## config.mk

```make
export PLATFORM = sky130hd
export DESIGN_NAME = prio_irq_resolver
export DESIGN_NICKNAME = d
export VERILOG_FILES = /design/src/rtl/prir_pkg.sv /design/src/rtl/prir_unpack.sv /design/src/rtl/prir_tree.sv /design/src/rtl/prir_irq_gate.sv /design/src/rtl/prio_irq_resolver.sv
export SDC_FILE = /design/constraint.sdc
export NUM_CORES = 1
export LEC_CHECK = 0
export BUFFER_PORTS_ARGS = -buffer_cell sky130_fd_sc_hd__buf_2
export CORE_MARGIN = 8
export CORE_UTILIZATION = 45
export DETAILED_ROUTE_END_ITERATION = 10
export HOLD_SLACK_MARGIN = 0.05
export PLACE_DENSITY = 0.7
export SYNTH_ARGS = -nofsm -noshare
export SYNTH_HDL_FRONTEND = slang
export SYNTH_SLANG_ARGS = --single-unit
export TNS_END_PERCENT = 50
```

## constraint.sdc

```tcl
create_clock -name clk -period 1.5 [get_ports clk]
set_input_delay 0 -clock clk [delete_from_list [all_inputs] [get_ports clk]]
set_output_delay 0 -clock clk [all_outputs]
set_load 0.02 [all_outputs]
```

## src/rtl/prir_pkg.sv

```systemverilog
package prir_pkg;
  localparam int SRC_CNT  = 64;
  localparam int PRIO_W   = 4;
  localparam int WORD_W   = 32;
  localparam int MASK_W   = 5;
  localparam int PACK_W   = 32;
  localparam int IDX_LSB  = 16;
  localparam int IDX_W    = $clog2(SRC_CNT);
  localparam int PER_WORD = WORD_W / PRIO_W;

  typedef struct packed {
    logic              irq;
    logic              vld;
    logic [IDX_W-1:0]  idx;
    logic [PRIO_W-1:0] prio;
  } prir_res_t;
endpackage

```

## src/rtl/prir_unpack.sv

```systemverilog
module prir_unpack #(
  parameter int NUM_SRC = 64,
  parameter int PRIO_W  = 4,
  parameter int WORD_W  = 32,
  localparam int PER_WORD = WORD_W / PRIO_W,
  localparam int NUM_WORD = NUM_SRC / PER_WORD
) (
  input  logic [NUM_WORD*WORD_W-1:0] words_i,
  output logic [NUM_SRC*PRIO_W-1:0]  prio_o
);
  // Source n: word n/PER_WORD, field n%PER_WORD within that word
  for (genvar n = 0; n < NUM_SRC; n++) begin : g_src
    localparam int WRD = n / PER_WORD;
    localparam int FLD = n % PER_WORD;
    assign prio_o[n*PRIO_W +: PRIO_W] = words_i[WRD*WORD_W + FLD*PRIO_W +: PRIO_W];
  end
endmodule

```

## src/rtl/prir_tree.sv

```systemverilog
module prir_tree #(
  parameter int NUM_SRC = 64,
  parameter int PRIO_W  = 4,
  localparam int IDX_W  = $clog2(NUM_SRC),
  localparam int LEVELS = $clog2(NUM_SRC)
) (
  input  logic                      clk,
  input  logic                      rst_n,
  input  logic [NUM_SRC-1:0]        elig_i,
  input  logic [NUM_SRC*PRIO_W-1:0] prio_i,
  output logic                      win_vld_o,
  output logic [IDX_W-1:0]          win_idx_o,
  output logic [PRIO_W-1:0]         win_prio_o
);
  // Level l holds NUM_SRC>>l candidates; node j of level l covers a contiguous index range,
  // with its right child always covering the higher indices.
  for (genvar l = 0; l <= LEVELS; l++) begin : g_lvl
    localparam int W = NUM_SRC >> l;
    logic [W-1:0]        vld;
    logic [W*PRIO_W-1:0] prio;
    logic [W*IDX_W-1:0]  idx;
    if (l == 0) begin : g_leaf
      for (genvar i = 0; i < W; i++) begin : g_in
        assign vld[i]                   = elig_i[i];
        assign prio[i*PRIO_W +: PRIO_W] = prio_i[i*PRIO_W +: PRIO_W];
        assign idx[i*IDX_W +: IDX_W]    = IDX_W'(i);
      end
    end else begin : g_node
      for (genvar j = 0; j < W; j++) begin : g_cmp
        logic [PRIO_W+IDX_W-1:0] key_l, key_r;
        logic                    take_r;
        assign key_l  = {g_lvl[l-1].prio[(2*j)*PRIO_W +: PRIO_W],   g_lvl[l-1].idx[(2*j)*IDX_W +: IDX_W]};
        assign key_r  = {g_lvl[l-1].prio[(2*j+1)*PRIO_W +: PRIO_W], g_lvl[l-1].idx[(2*j+1)*IDX_W +: IDX_W]};
        // Index as low-order key: equal priorities resolve to the larger index
        assign take_r = g_lvl[l-1].vld[2*j+1] & (~g_lvl[l-1].vld[2*j] | (key_r > key_l));
        assign vld[j] = g_lvl[l-1].vld[2*j] | g_lvl[l-1].vld[2*j+1];
        assign prio[j*PRIO_W +: PRIO_W] = take_r ? key_r[IDX_W +: PRIO_W] : key_l[IDX_W +: PRIO_W];
        assign idx[j*IDX_W +: IDX_W]    = take_r ? key_r[IDX_W-1:0]       : key_l[IDX_W-1:0];
      end
    end
  end

  assign win_vld_o  = g_lvl[LEVELS].vld[0];
  assign win_idx_o  = g_lvl[LEVELS].idx[IDX_W-1:0];
  assign win_prio_o = g_lvl[LEVELS].prio[PRIO_W-1:0];

  AST_WINNER_ELIGIBLE: assert property (@(posedge clk) disable iff (!rst_n)
    win_vld_o |-> elig_i[win_idx_o]);
  AST_VALID_IFF_ANY: assert property (@(posedge clk) disable iff (!rst_n)
    win_vld_o == (|elig_i));
  AST_WINNER_PRIO_MATCH: assert property (@(posedge clk) disable iff (!rst_n)
    win_vld_o |-> (prio_i[win_idx_o*PRIO_W +: PRIO_W] == win_prio_o));
endmodule

```

## src/rtl/prir_irq_gate.sv

```systemverilog
module prir_irq_gate #(
  parameter int PRIO_W = 4,
  parameter int MASK_W = 5
) (
  input  logic              clk,
  input  logic              rst_n,
  input  logic              any_i,
  input  logic [PRIO_W-1:0] max_prio_i,
  input  logic [MASK_W-1:0] mask_i,
  output logic              irq_o
);
  localparam logic [MASK_W-1:0] MASK_OPEN = '1;
  localparam logic [MASK_W-1:0] PRIO_TOP  = MASK_W'((1 << PRIO_W) - 1);

  logic open_mask, above;

  always_comb begin
    open_mask = (mask_i == MASK_OPEN);
    above     = (MASK_W'(max_prio_i) > mask_i);
    irq_o     = any_i & (open_mask | above);
  end

  AST_OPEN_MASK_FIRES: assert property (@(posedge clk) disable iff (!rst_n)
    ((mask_i == MASK_OPEN) && any_i) |-> irq_o);
  AST_HIGH_MASK_BLOCKS: assert property (@(posedge clk) disable iff (!rst_n)
    ((mask_i != MASK_OPEN) && (mask_i > PRIO_TOP)) |-> !irq_o);
  AST_NO_IRQ_WHEN_IDLE: assert property (@(posedge clk) disable iff (!rst_n)
    !any_i |-> !irq_o);
endmodule

```

## src/rtl/prio_irq_resolver.sv

```systemverilog
module prio_irq_resolver
  import prir_pkg::*;
#(
  parameter int NUM_SRC = SRC_CNT,
  localparam int NUM_WORD = NUM_SRC / PER_WORD
) (
  input  logic                      clk,
  input  logic                      rst_n,
  input  logic [NUM_SRC-1:0]        elig_i,
  input  logic [NUM_WORD*WORD_W-1:0] prio_words_i,
  input  logic [MASK_W-1:0]         mask_i,
  output logic                      irq_o,
  output logic                      win_vld_o,
  output logic [IDX_W-1:0]          win_idx_o,
  output logic [PRIO_W-1:0]         win_prio_o,
  output logic [PACK_W-1:0]         win_packed_o
);
  logic [NUM_SRC*PRIO_W-1:0] prio_flat;
  logic                      t_vld;
  logic [IDX_W-1:0]          t_idx;
  logic [PRIO_W-1:0]         t_prio;
  logic                      g_irq;
  prir_res_t                 res_d, res_q;

  prir_unpack #(.NUM_SRC(NUM_SRC), .PRIO_W(PRIO_W), .WORD_W(WORD_W)) u_unpack (
    .words_i (prio_words_i),
    .prio_o  (prio_flat)
  );

  prir_tree #(.NUM_SRC(NUM_SRC), .PRIO_W(PRIO_W)) u_tree (
    .clk        (clk),
    .rst_n      (rst_n),
    .elig_i     (elig_i),
    .prio_i     (prio_flat),
    .win_vld_o  (t_vld),
    .win_idx_o  (t_idx),
    .win_prio_o (t_prio)
  );

  prir_irq_gate #(.PRIO_W(PRIO_W), .MASK_W(MASK_W)) u_gate (
    .clk        (clk),
    .rst_n      (rst_n),
    .any_i      (t_vld),
    .max_prio_i (t_prio),
    .mask_i     (mask_i),
    .irq_o      (g_irq)
  );

  // Next state: an empty result reads as all ones
  always_comb begin
    res_d.irq  = g_irq;
    res_d.vld  = t_vld;
    res_d.idx  = t_vld ? t_idx  : '1;
    res_d.prio = t_vld ? t_prio : '1;
  end

  always_ff @(posedge clk or negedge rst_n) begin
    if (!rst_n) begin
      res_q.irq  <= 1'b0;
      res_q.vld  <= 1'b0;
      res_q.idx  <= '1;
      res_q.prio <= '1;
    end else begin
      res_q <= res_d;
    end
  end

  always_comb begin
    irq_o      = res_q.irq;
    win_vld_o  = res_q.vld;
    win_idx_o  = res_q.idx;
    win_prio_o = res_q.prio;
    if (res_q.vld) begin
      win_packed_o = '0;
      win_packed_o[IDX_LSB +: IDX_W] = res_q.idx;
      win_packed_o[PRIO_W-1:0]       = res_q.prio;
    end else begin
      win_packed_o = '1;
    end
  end

  AST_IRQ_NEEDS_WINNER: assert property (@(posedge clk) disable iff (!rst_n)
    irq_o |-> win_vld_o);
  AST_IDLE_ALL_ONES: assert property (@(posedge clk) disable iff (!rst_n)
    !win_vld_o |-> (win_packed_o == '1 && !irq_o));
  AST_PACKED_FIELDS: assert property (@(posedge clk) disable iff (!rst_n)
    win_vld_o |-> (win_packed_o[IDX_LSB +: IDX_W] == win_idx_o &&
                   win_packed_o[PRIO_W-1:0] == win_prio_o));
  AST_OUT_FOLLOWS_TREE: assert property (@(posedge clk) disable iff (!rst_n)
    t_vld |=> win_vld_o);
endmodule

```

Word-level counts from Yosys, hierarchy flattened
Cells that the tools add are included.
{ "totals": {"wordCells": 452, "register_bits": 12, "output_inout_bits": 44, "in_bits": 327} }
{ "op_classes": {"bitwise": 254, "mux": 129, "eq_ne": 1, "magnitude_cmp": 64} }
{ "ops": {"columns": ["cell", "n"], "rows": [
  ["> comparator 10 bit", 63],
  ["2-to-1 mux 4 bit", 64],
  ["2-to-1 mux 6 bit", 32],
  ["OR 1 bit", 127],
  ["bitwise AND 1 bit", 64],
  ["inverter 1 bit", 63],
  ["2-to-1 mux 1 bit", 32],
  ["2-to-1 mux 32 bit", 1],
  ["equality test 5 bit, second input constant", 1],
  ["> comparator 4 x 5 -> 1 bit", 1]
]} }

Depth between registers and ports, before layout
Gate-level depths: netlist of run 1.
{ "logic_depth": {"ltp_word": 27, "depth_mapped": 50, "depth_no_buf": 48} }

Cells and area by module
A second synthesis of run 1 with hierarchy kept.
{ "unflattened": {"cells_unflattened": 2247, "hier_area_um2": 15899.0} }
{ "by_module_without_submodules": {"columns": ["module", "seq_area_each_um2", "cells_each", "area_per_inst_um2", "n_inst"], "rows": [
  ["prir_tree", 0.0, 1918, 13245.2, 1],
  ["prir_unpack", 0.0, 256, 1921.8, 1],
  ["prio_irq_resolver", 312.8, 55, 606.8, 1],
  ["prir_irq_gate", 0.0, 18, 125.1, 1]
]} }

Worst setup path after synthesis of run 1
Ideal clock, no wire load.
{ "synth_timing": {"path_kind": "input to register", "from": "in prio_words_i[241]", "to": "reg res_q (netlist bit irq_o)", "slack_ns": -8.140, "path_buffers": 2, "t_arrival_ns": 9.517, "setup_ns": 0.124, "path_stages": 47, "required_time_ns": 1.376, "cell_sequence": "inv_1 ha_1 a21oi_1 nor2b_1 o21ai_0 a31oi_1 nor2_1 a21oi_1 ha_1 a211oi_1 o21ai_0 o21ai_0 nor2_1 a21oi_1 ha_1 a21o_1 o21ai_0 o31a_1 [... 11 more ...] ha_1 a211oi_1 o22ai_2 a31oi_4 mux2i_1 ha_1 a211oi_1 nor2b_1 a32oi_4 nand2b_2 buf_6 a21oi_1 ha_1 nor2b_1 o21a_1 o21a_1 o21ai_0 a21oi_1"} }
{ "synth_via": {"elab_chain_len": 27, "elab_cells_between_ends": 32, "cone_classes": "order compare (7); mux (11); bitwise (14)"} }
{ "synth_lines": {"columns": ["element", "line_no", "source"], "rows": [
  ["from (decl)", "prio_irq_resolver.sv:10", "input logic [NUM_WORD*WORD_W-1:0] prio_words_i,"],
  ["> comparator 10 bit", "prir_tree.sv:35", "assign take_r = g_lvl[l-1].vld[2*j+1] & (~g_lvl[l-1].vld[2*j] | (key_r > key_l));"],
  ["OR 1 bit", "prir_tree.sv:35", null],
  ["bitwise AND 1 bit", "prir_tree.sv:35", null],
  ["2-to-1 mux 1 bit / 2-to-1 mux 4 bit (equally long branches)", "prir_tree.sv:38, prir_tree.sv:37", null],
  ["> comparator 10 bit", "prir_tree.sv:35", null],
  ["OR 1 bit", "prir_tree.sv:35", null],
  ["bitwise AND 1 bit", "prir_tree.sv:35", null],
  ["2-to-1 mux 6 bit / 2-to-1 mux 4 bit (equally long branches)", "prir_tree.sv:38, prir_tree.sv:37", null],
  ["[... 12 more ...]", null, null],
  ["> comparator 10 bit", "prir_tree.sv:35", null],
  ["OR 1 bit", "prir_tree.sv:35", null],
  ["bitwise AND 1 bit", "prir_tree.sv:35", null],
  ["2-to-1 mux 4 bit (*)", "prir_tree.sv:37", "assign prio[j*PRIO_W +: PRIO_W] = take_r ? key_r[IDX_W +: PRIO_W] : key_l[IDX_W +: PRIO_W];"],
  ["> comparator 4 x 5 -> 1 bit (*)", "prir_irq_gate.sv:19", "above = (MASK_W'(max_prio_i) > mask_i);"],
  ["OR 1 bit (*)", "prir_irq_gate.sv:20", "irq_o = any_i & (open_mask | above);"],
  ["bitwise AND 1 bit (*)", "prir_irq_gate.sv:20", null],
  ["named net g_irq", "prio_irq_resolver.sv:22", "logic g_irq;"],
  ["to (signal assigned)", "prio_irq_resolver.sv:64", "res_q <= res_d;"],
  ["to (decl)", "prio_irq_resolver.sv:23", "prir_res_t res_d, res_q;"]
]} }
The timed path passes the listed nets; every way through them passes the cells marked *.

Worst setup path in the final report of run 1
{ "layout_timing": {"from": "in prio_words_i[34]", "to": "reg res_q (netlist bit irq_o)"} }
Same word-level chain as after synthesis.

==> results of run 1 <==
state kept, by name, summed over array words and instances (netlist names):
signal,count
win_prio_o,4
win_idx_o,6
irq_o,1
win_vld_o,1
placed cells by master (no fill, tap or decap), types with 44 or more instances in the layout:
cell type,n
nor2_1,129
a21oi_1,75
buf_4,1076
o211ai_1,50
nand3_1,57
nor2b_1,66
buf_2,363
inv_1,154
ha_1,102
o21ai_0,50
nand2b_1,59
nand2_1,142
a21oi_2,44
routing by layer:
metal  track usage  up-vias  part of all wire
met5             0        -           0.00015
met4        0.1515        2             0.075
met3       0.04507      543             0.080
met2        0.6471     1466              0.50
met1        0.3524    10800              0.35
li1              -    10230                 -
power by group through the flow:
stage / Clock, mW / Sequential, mW / Combinational [mW]
after floorplan: 0 / 1.03 / 20.7
after global placement: 0 / 0.971 / 35.7
after detailed placement: 0 / 0.965 / 37.0
after CTS: 0.565 / 0.958 / 43.2
after global routing: 0.599 / 0.968 / 51.1
final: 0.587 / 0.983 / 48.8
layout make-up:
cell class	count	share of cell area
multi-input combinational	1687	0.5476
timing repair buffer	1461	0.3917
inverter	175	0.02558
tap	390	0.01879
sequential	12	0.01204
clock buffer	4	0.003420
antenna	9	0.0008671
worst max-delay path by stage:
| stage | from | cells past startpoint | endpoint | slack, ns |
|---|---|---|---|---|
| floorplan | prio_words_i[245] | 46 | irq_o | -6.78 |
| global route | prio_words_i[51] | 45 | irq_o | -7.81 |
| detailed placement | prio_words_i[162] | 45 | irq_o | -7.17 |
| CTS | prio_words_i[241] | 46 | irq_o | -6.47 |
| global placement | prio_words_i[26] | 47 | irq_o | -6.83 |
| finish | prio_words_i[34] | 44 | irq_o | -7.29 |
tightest hold or removal path, stage by stage:
cell     delay (ns)
buf_2          0.10
ha_1           0.13
a41oi_1        0.10
o21ai_1        0.06
a21oi_1        0.06
Yosys cell counts (38+ instances only):
library cell / count
o21ai_0: 84
nor2_1: 138
a21oi_1: 128
o21a_1: 38
and2_1: 41
nand2_1: 159
inv_1: 175
mux2i_1: 78
ha_1: 148
nand3_1: 58
nand2b_1: 60
o211ai_1: 50
nor2b_1: 75
timing repair:
action / CTS / global route
setup buffers: 103 / 52
resized for setup: 145 / 183
hold endpoints to repair: 13 / 0
hold buffers: 3 / 0
pin swaps: 112 / 120
endpoints found under the setup margin: 12 / 12
through the flow:
stage / hold slack [ns] / cell area, µm² / util / total power, mW / std cells
2_1_floorplan: -0.2956 / 14090 / - / 21.77 / 1926
3_3_place_gp: -0.1096 / 23160 / 0.7813 / 36.68 / 3569
3_5_place_dp: -0.1001 / 23160 / 0.7813 / 37.99 / 3569
4_1_cts: 0.2217 / 24710 / 0.8336 / 44.76 / 3679
5_1_grt: 0.2461 / 25960 / 0.8760 / 52.63 / 3734
6_report: 0.2315 / 25970 / 0.8764 / 50.37 / 3738
kinds of logic (layout without fill, tap and decap cells):
family	Yosys count	in the layout	share of synthesized area
AOI/OAI and AO/OA	697	697	0.3899
xor gates and xnor gates	5	5	0.003234
adders and majority gates	154	154	0.1413
buffers and inverters	227	1640	0.07151
DFF	12	12	0.02310
muxes	112	112	0.08758
other	0	9	0
and+or+nand+nor	719	719	0.2834
==> impl_metrics.py, run 1 <==
metrics = {
    "die": {
        "dieWidth_um": 189.5,
        "initial_core_util": 0.4569,
        "rows": 63,
        "die_h_um": 189.5,
        "dieArea_mm2": 0.03590,
        "coreArea_mm2": 0.02964,
        "io-pin-count": 371,
    },
    "grt": {
        "antenna_found_initial": 7,
        "grt_usage": 0.3350,
        "grt_pass1_wl_um": 104200,
        "grt_pass1_vias": 22680,
        "grt_max_degree": 23,
        "overflow": 0,
    },
    "logic_synthesis": {
        "synth_edf_count": 0,
        "syn_nets": 2401,
        "syn-cell-area_mm2": 0.01354,
        "async_flop_share": 1.000,
        "yosysWarnings": 0,
        "ys.flop_type": "dfstp_2",
        "avgSynthCellArea_um2": 7.032,
        "ys_seq_area_frac": 0.02310,
        "synth_area_leaders": "ha_1 (14%), mux2i_1 (5.8%), inv_1 (4.9%)",
        "synth-seq-cells": 12,
        "yosysTopAreaCell": "ha_1",
        "synth_cells": 1926,
        "synth_cell_types": 112,
        "yosys.area.top_type_share": 0.1367,
    },
    "hold_path": {
        "hp-start": "mask_i[0]",
        "holdPathEnd": "irq_o",
        "holdPathStages": 5,
        "hp-class": "input port to flip-flop",
    },
    "detailed_routing": {
        "ant_nets": 0,
        "drt-vias-per-instance": 6.164,
        "vias": 23040,
        "drt-wirelength-per-cell_um": 20.16,
        "drtIter0Drc": 1739,
        "drc": 0,
        "drt_wl_total_um": 75360,
        "dr.pass1.iters": 8,
    },
    "power": {
        "power_frac_seq": 0.020,
        "ir_worst_vdd_v": 0.003994,
        "leakage_nw": 13.13,
        "power_density_mw_per_mm2": 1939,
        "internal_power_mw": 26.85,
        "p_switching_mw": 23.52,
        "power_switching_share": 0.4669,
        "power_frac_clock": 0.012,
        "pwr-share-comb": 0.969,
    },
    "outcome": {
        "violations": "negative setup slack",
        "status": "finished with violations",
    },
    "timing": {
        "rsz0062_at_grt": "yes",
        "worst_slew_pin_slew_ns": 0.7184,
        "fin_crit_sh": 5.861,
        "setup_viol": 12,
        "finalSetupTns_ns": -73.62,
        "layout_setup_ws_ns": -7.291,
        "fmax_mhz": 113.8,
        "slew_violations": 0,
        "relSlewSlack": 0.5074,
        "finalCriticalPeriod_ns": 8.791,
        "hold_violations": 0,
    },
    "clock_tree": {
        "clk_path_buf_depth": 2,
        "cts_root_buf": "clkbuf_16",
        "numCtsBuffers": 3,
        "cts_tree": "done",
        "cts.htree.levels": 1,
        "clk_pin_slew_ns": 0.05,
        "clock_sinks": 12,
    },
    "final_layout": {
        "regArea_um2": 312.8,
        "area_growth_pct": 91.79,
        "layout-drive-gt1-share": 0.5636,
        "multi_input_area_mm2": 0.01422,
        "nFillCells": 1604,
        "num-nets-final": 3815,
    },
    "place": {
        "hpwl_um": 50300,
        "portBuffers": 370,
        "gp_congestion": 0.9714,
        "post-place-ws_ns": -7.171,
    },
    "setup_path": {
        "crit_arrival_ns": 8.93,
        "path_delay_family": "compound AO/OA/AOI/OAI gates",
        "cp_common_cell": "buf_4",
        "start_kind": "input port",
        "end_kind": "flip-flop",
        "cpMaxStageDelayCell": "mux2i_4",
        "crit_required_ns": 1.64,
        "critPathKind": "input port to flip-flop",
        "crit_buf_inv": 7,
        "worstPathMaxFanout": 10,
        "slowest_delay_ns": 0.48,
    },
    "flow_run": {
        "cap_violations": 0,
    },
}
(Power assumes the default switching activity.)
==> run 2, diff against run 1 <==
Settings changed: ABC_AREA set to 1, CTS_CLUSTER_DIAMETER set to 80, PLACE_DENSITY 0.7 to 0.72.
==> impl_metrics.py, run 2 <==
metrics = {
    "logic_synthesis": {
        "yosysTopAreaCell": "nand2_1",
        "synth_area_leaders": "nand2_1 (24%), ha_1 (16%), inv_1 (12%)",
        "ys.flop_type": "dfstp_2",
        "synth_cell_types": 40,
        "syn_nets": 2598,
        "yosysWarnings": 0,
        "syn-cell-area_mm2": 0.01123,
        "ys_seq_area_frac": 0.02786,
        "avgSynthCellArea_um2": 5.289,
        "async_flop_share": 1.000,
        "synth-seq-cells": 12,
        "synth_cells": 2123,
        "synth.most_common_cell": "nand2_1",
        "synthTopCellsByCount": "nand2_1 (727), inv_1 (367), nand3_1 (205), ha_1 (148), nand2_2 (130)",
        "synth_edf_count": 0,
        "yosys.area.top_type_share": 0.2430,
    },
    "detailed_routing": {
        "drc": 0,
        "dr.pass1.iters": 7,
        "vias": 18880,
        "drt-vias-per-instance": 5.265,
        "drtIter0Drc": 1503,
        "ant_nets": 0,
        "drt_wl_total_um": 55300,
        "drt-wirelength-per-cell_um": 15.42,
    },
    "timing": {
        "rsz0062_at_grt": "yes",
        "fin_crit_sh": 4.428,
        "slew_violations": 0,
        "finalCriticalPeriod_ns": 6.642,
        "setup_viol": 12,
        "layout_setup_ws_ns": -5.142,
        "relSlewSlack": 0.6970,
        "worst_slew_pin_slew_ns": 0.4510,
        "hold_violations": 0,
        "fmax_mhz": 150.6,
    },
    "clock_tree": {
        "clock_sinks": 12,
        "clk_pin_slew_ns": 0.04,
        "cts_root_buf": "clkbuf_16",
        "cts_tree": "done",
        "clk_path_buf_depth": 2,
        "cts.htree.levels": 1,
        "numCtsBuffers": 3,
    },
    "grt": {
        "grt_pass1_wl_um": 82940,
        "antenna_found_initial": 5,
        "grt_pass1_vias": 18700,
        "grt_usage": 0.3143,
        "overflow": 0,
        "grt_max_degree": 33,
    },
    "setup_path": {
        "critPathKind": "input port to flip-flop",
        "worstPathMaxFanout": 6,
        "crit_end": "irq_o",
        "end_kind": "flip-flop",
        "worstSetupPathDepth": 59,
        "cpMaxStageDelayCell": "ha_4",
        "crit_buf_inv": 10,
        "crit_required_ns": 1.61,
        "startpoint": "prio_words_i[89]",
        "cp_common_cell": "nand2_2",
        "crit_arrival_ns": 6.75,
        "slowest_delay_ns": 0.32,
        "path_delay_family": "simple AND/OR/NAND/NOR gates",
        "start_kind": "input port",
    },
    "power": {
        "ir_worst_vdd_v": 0.003946,
        "pwr-share-comb": 0.968,
        "power_density_mw_per_mm2": 2250,
        "power_switching_share": 0.5069,
        "power_frac_seq": 0.021,
        "power_frac_clock": 0.011,
        "leakage_nw": 12.57,
        "internal_power_mw": 23.36,
        "p_switching_mw": 24.01,
    },
    "final_layout": {
        "area_growth_pct": 87.52,
        "final_cell_mix": "buf_4 (783), nand2_1 (692), buf_2 (361), inv_1 (334), nand3_1 (189)",
        "largest_register_ffs": 6,
        "nFillCells": 1484,
        "instances_no_fill": 3586,
        "num-nets-final": 3727,
        "layout-drive-gt1-share": 0.5066,
        "mostFrequentLayoutCell": "buf_4",
    },
    "place": {
        "gp_congestion": 0.9617,
        "post-place-ws_ns": -5.132,
        "hpwl_um": 38690,
        "portBuffers": 370,
        "place_inst": 3486,
    },
    "die": {
        "io-pin-count": 371,
        "die_h_um": 174.0,
        "dieWidth_um": 174.0,
        "initial_core_util": 0.4524,
        "coreArea_mm2": 0.02482,
        "dieArea_mm2": 0.03026,
        "rows": 58,
    },
    "outcome": {
        "violations": "negative setup slack",
        "status": "finished with violations",
    },
    "hold_path": {
        "hp-class": "input port to flip-flop",
    },
    "flow_run": {
        "cap_violations": 0,
    },
}
==> run 2: changes by cell type after synthesis, moves of 60 or more <==
cell	before	now
mux2i_1	78	1
nand3_1	58	205
nand2_2	0	130
inv_1	175	367
nand2b_1	60	0
nand2_1	159	727
nor2b_1	75	0
==> run 2: metal layers <==
metal,GRT usage,vias to the layer above,part of all wire
li1,-,8975,-
met1,0.3338,8510,0.37
met2,0.5859,1073,0.49
met3,0.05641,324,0.076
met4,0.1568,0,0.064
met5,0,-,0
==> run 2: repair_timing <==
item | 4_1_cts | 5_1_grt
hold buffers | 1 | 0
pin swaps | 113 | 76
buffers inserted | 72 | 20
gates resized for setup | 202 | 117
endpoints found under the hold margin | 12 | 0
endpoints found under the setup margin | 12 | 12
==> run 2: worst min path at each step <==
stage / from / endpoint / slack, ns / depth (start not counted)
final: mask_i[4] / irq_o / 0.18 / 4
after detailed placement: rst_n / win_vld_o / -0.11 / 1
after global routing: mask_i[4] / irq_o / 0.16 / 4
after floorplan: rst_n / irq_o / -0.30 / 0
after global placement: rst_n / win_vld_o / -0.11 / 1
after CTS: mask_i[4] / irq_o / 0.19 / 4
==> run 2: worst min-delay path: stages <==
cell,delay (ns)
buf_2,0.11
inv_1,0.04
a31oi_1,0.15
a31oi_1,0.06
==> run 2: cell type report <==
type                       count  area (µm²)  area share
timing repair buffer        1161        7888      0.3746
multi-input combinational   1698       10880      0.5168
tap                          330       412.9     0.01961
antenna                        5       12.51   0.0005942
clock buffer                   4       88.84    0.004219
inverter                     376        1459     0.06929
sequential                    12       312.8     0.01486
==> run 2: power groups by stage <==
stage               sequential, mW  clock [mW]  combinational [mW]
finish                       0.980       0.527                45.9
global route                 0.993       0.555                48.6
CTS                          0.997       0.534                39.9
detailed placement            1.02           0                34.0
global placement              1.02           0                32.8
floorplan                     1.14           0                20.4
==> run 2: cell families after synthesis <==
family                     after synthesis  share of synthesized area
and+or+nand+nor                       1292                     0.5283
buffers and inverters                  413                     0.1507
AOI/OAI and AO/OA                      257                     0.1274
adders and majority gates              148                     0.1649
DFF                                     12                    0.02786
muxes                                    1                  0.0008915
==> run 2: per-stage QoR <==
| step | hold WS, ns | utilization | power [mW] | area (µm²) | TNS [ns] |
|---|---|---|---|---|---|
| 3_3_place_gp | -0.1099 | 0.7616 | 33.84 | 18900 | -48.68 |
| 2_1_floorplan | -0.2956 | - | 21.53 | 11660 | -44.43 |
| 4_1_cts | 0.1855 | 0.8191 | 41.47 | 20330 | -43.34 |
| 6_report | 0.1813 | 0.8484 | 47.37 | 21060 | -49.91 |
| 5_1_grt | 0.1616 | 0.8484 | 50.17 | 21060 | -53.37 |
| 3_5_place_dp | -0.1107 | 0.7616 | 35.01 | 18900 | -50.50 |
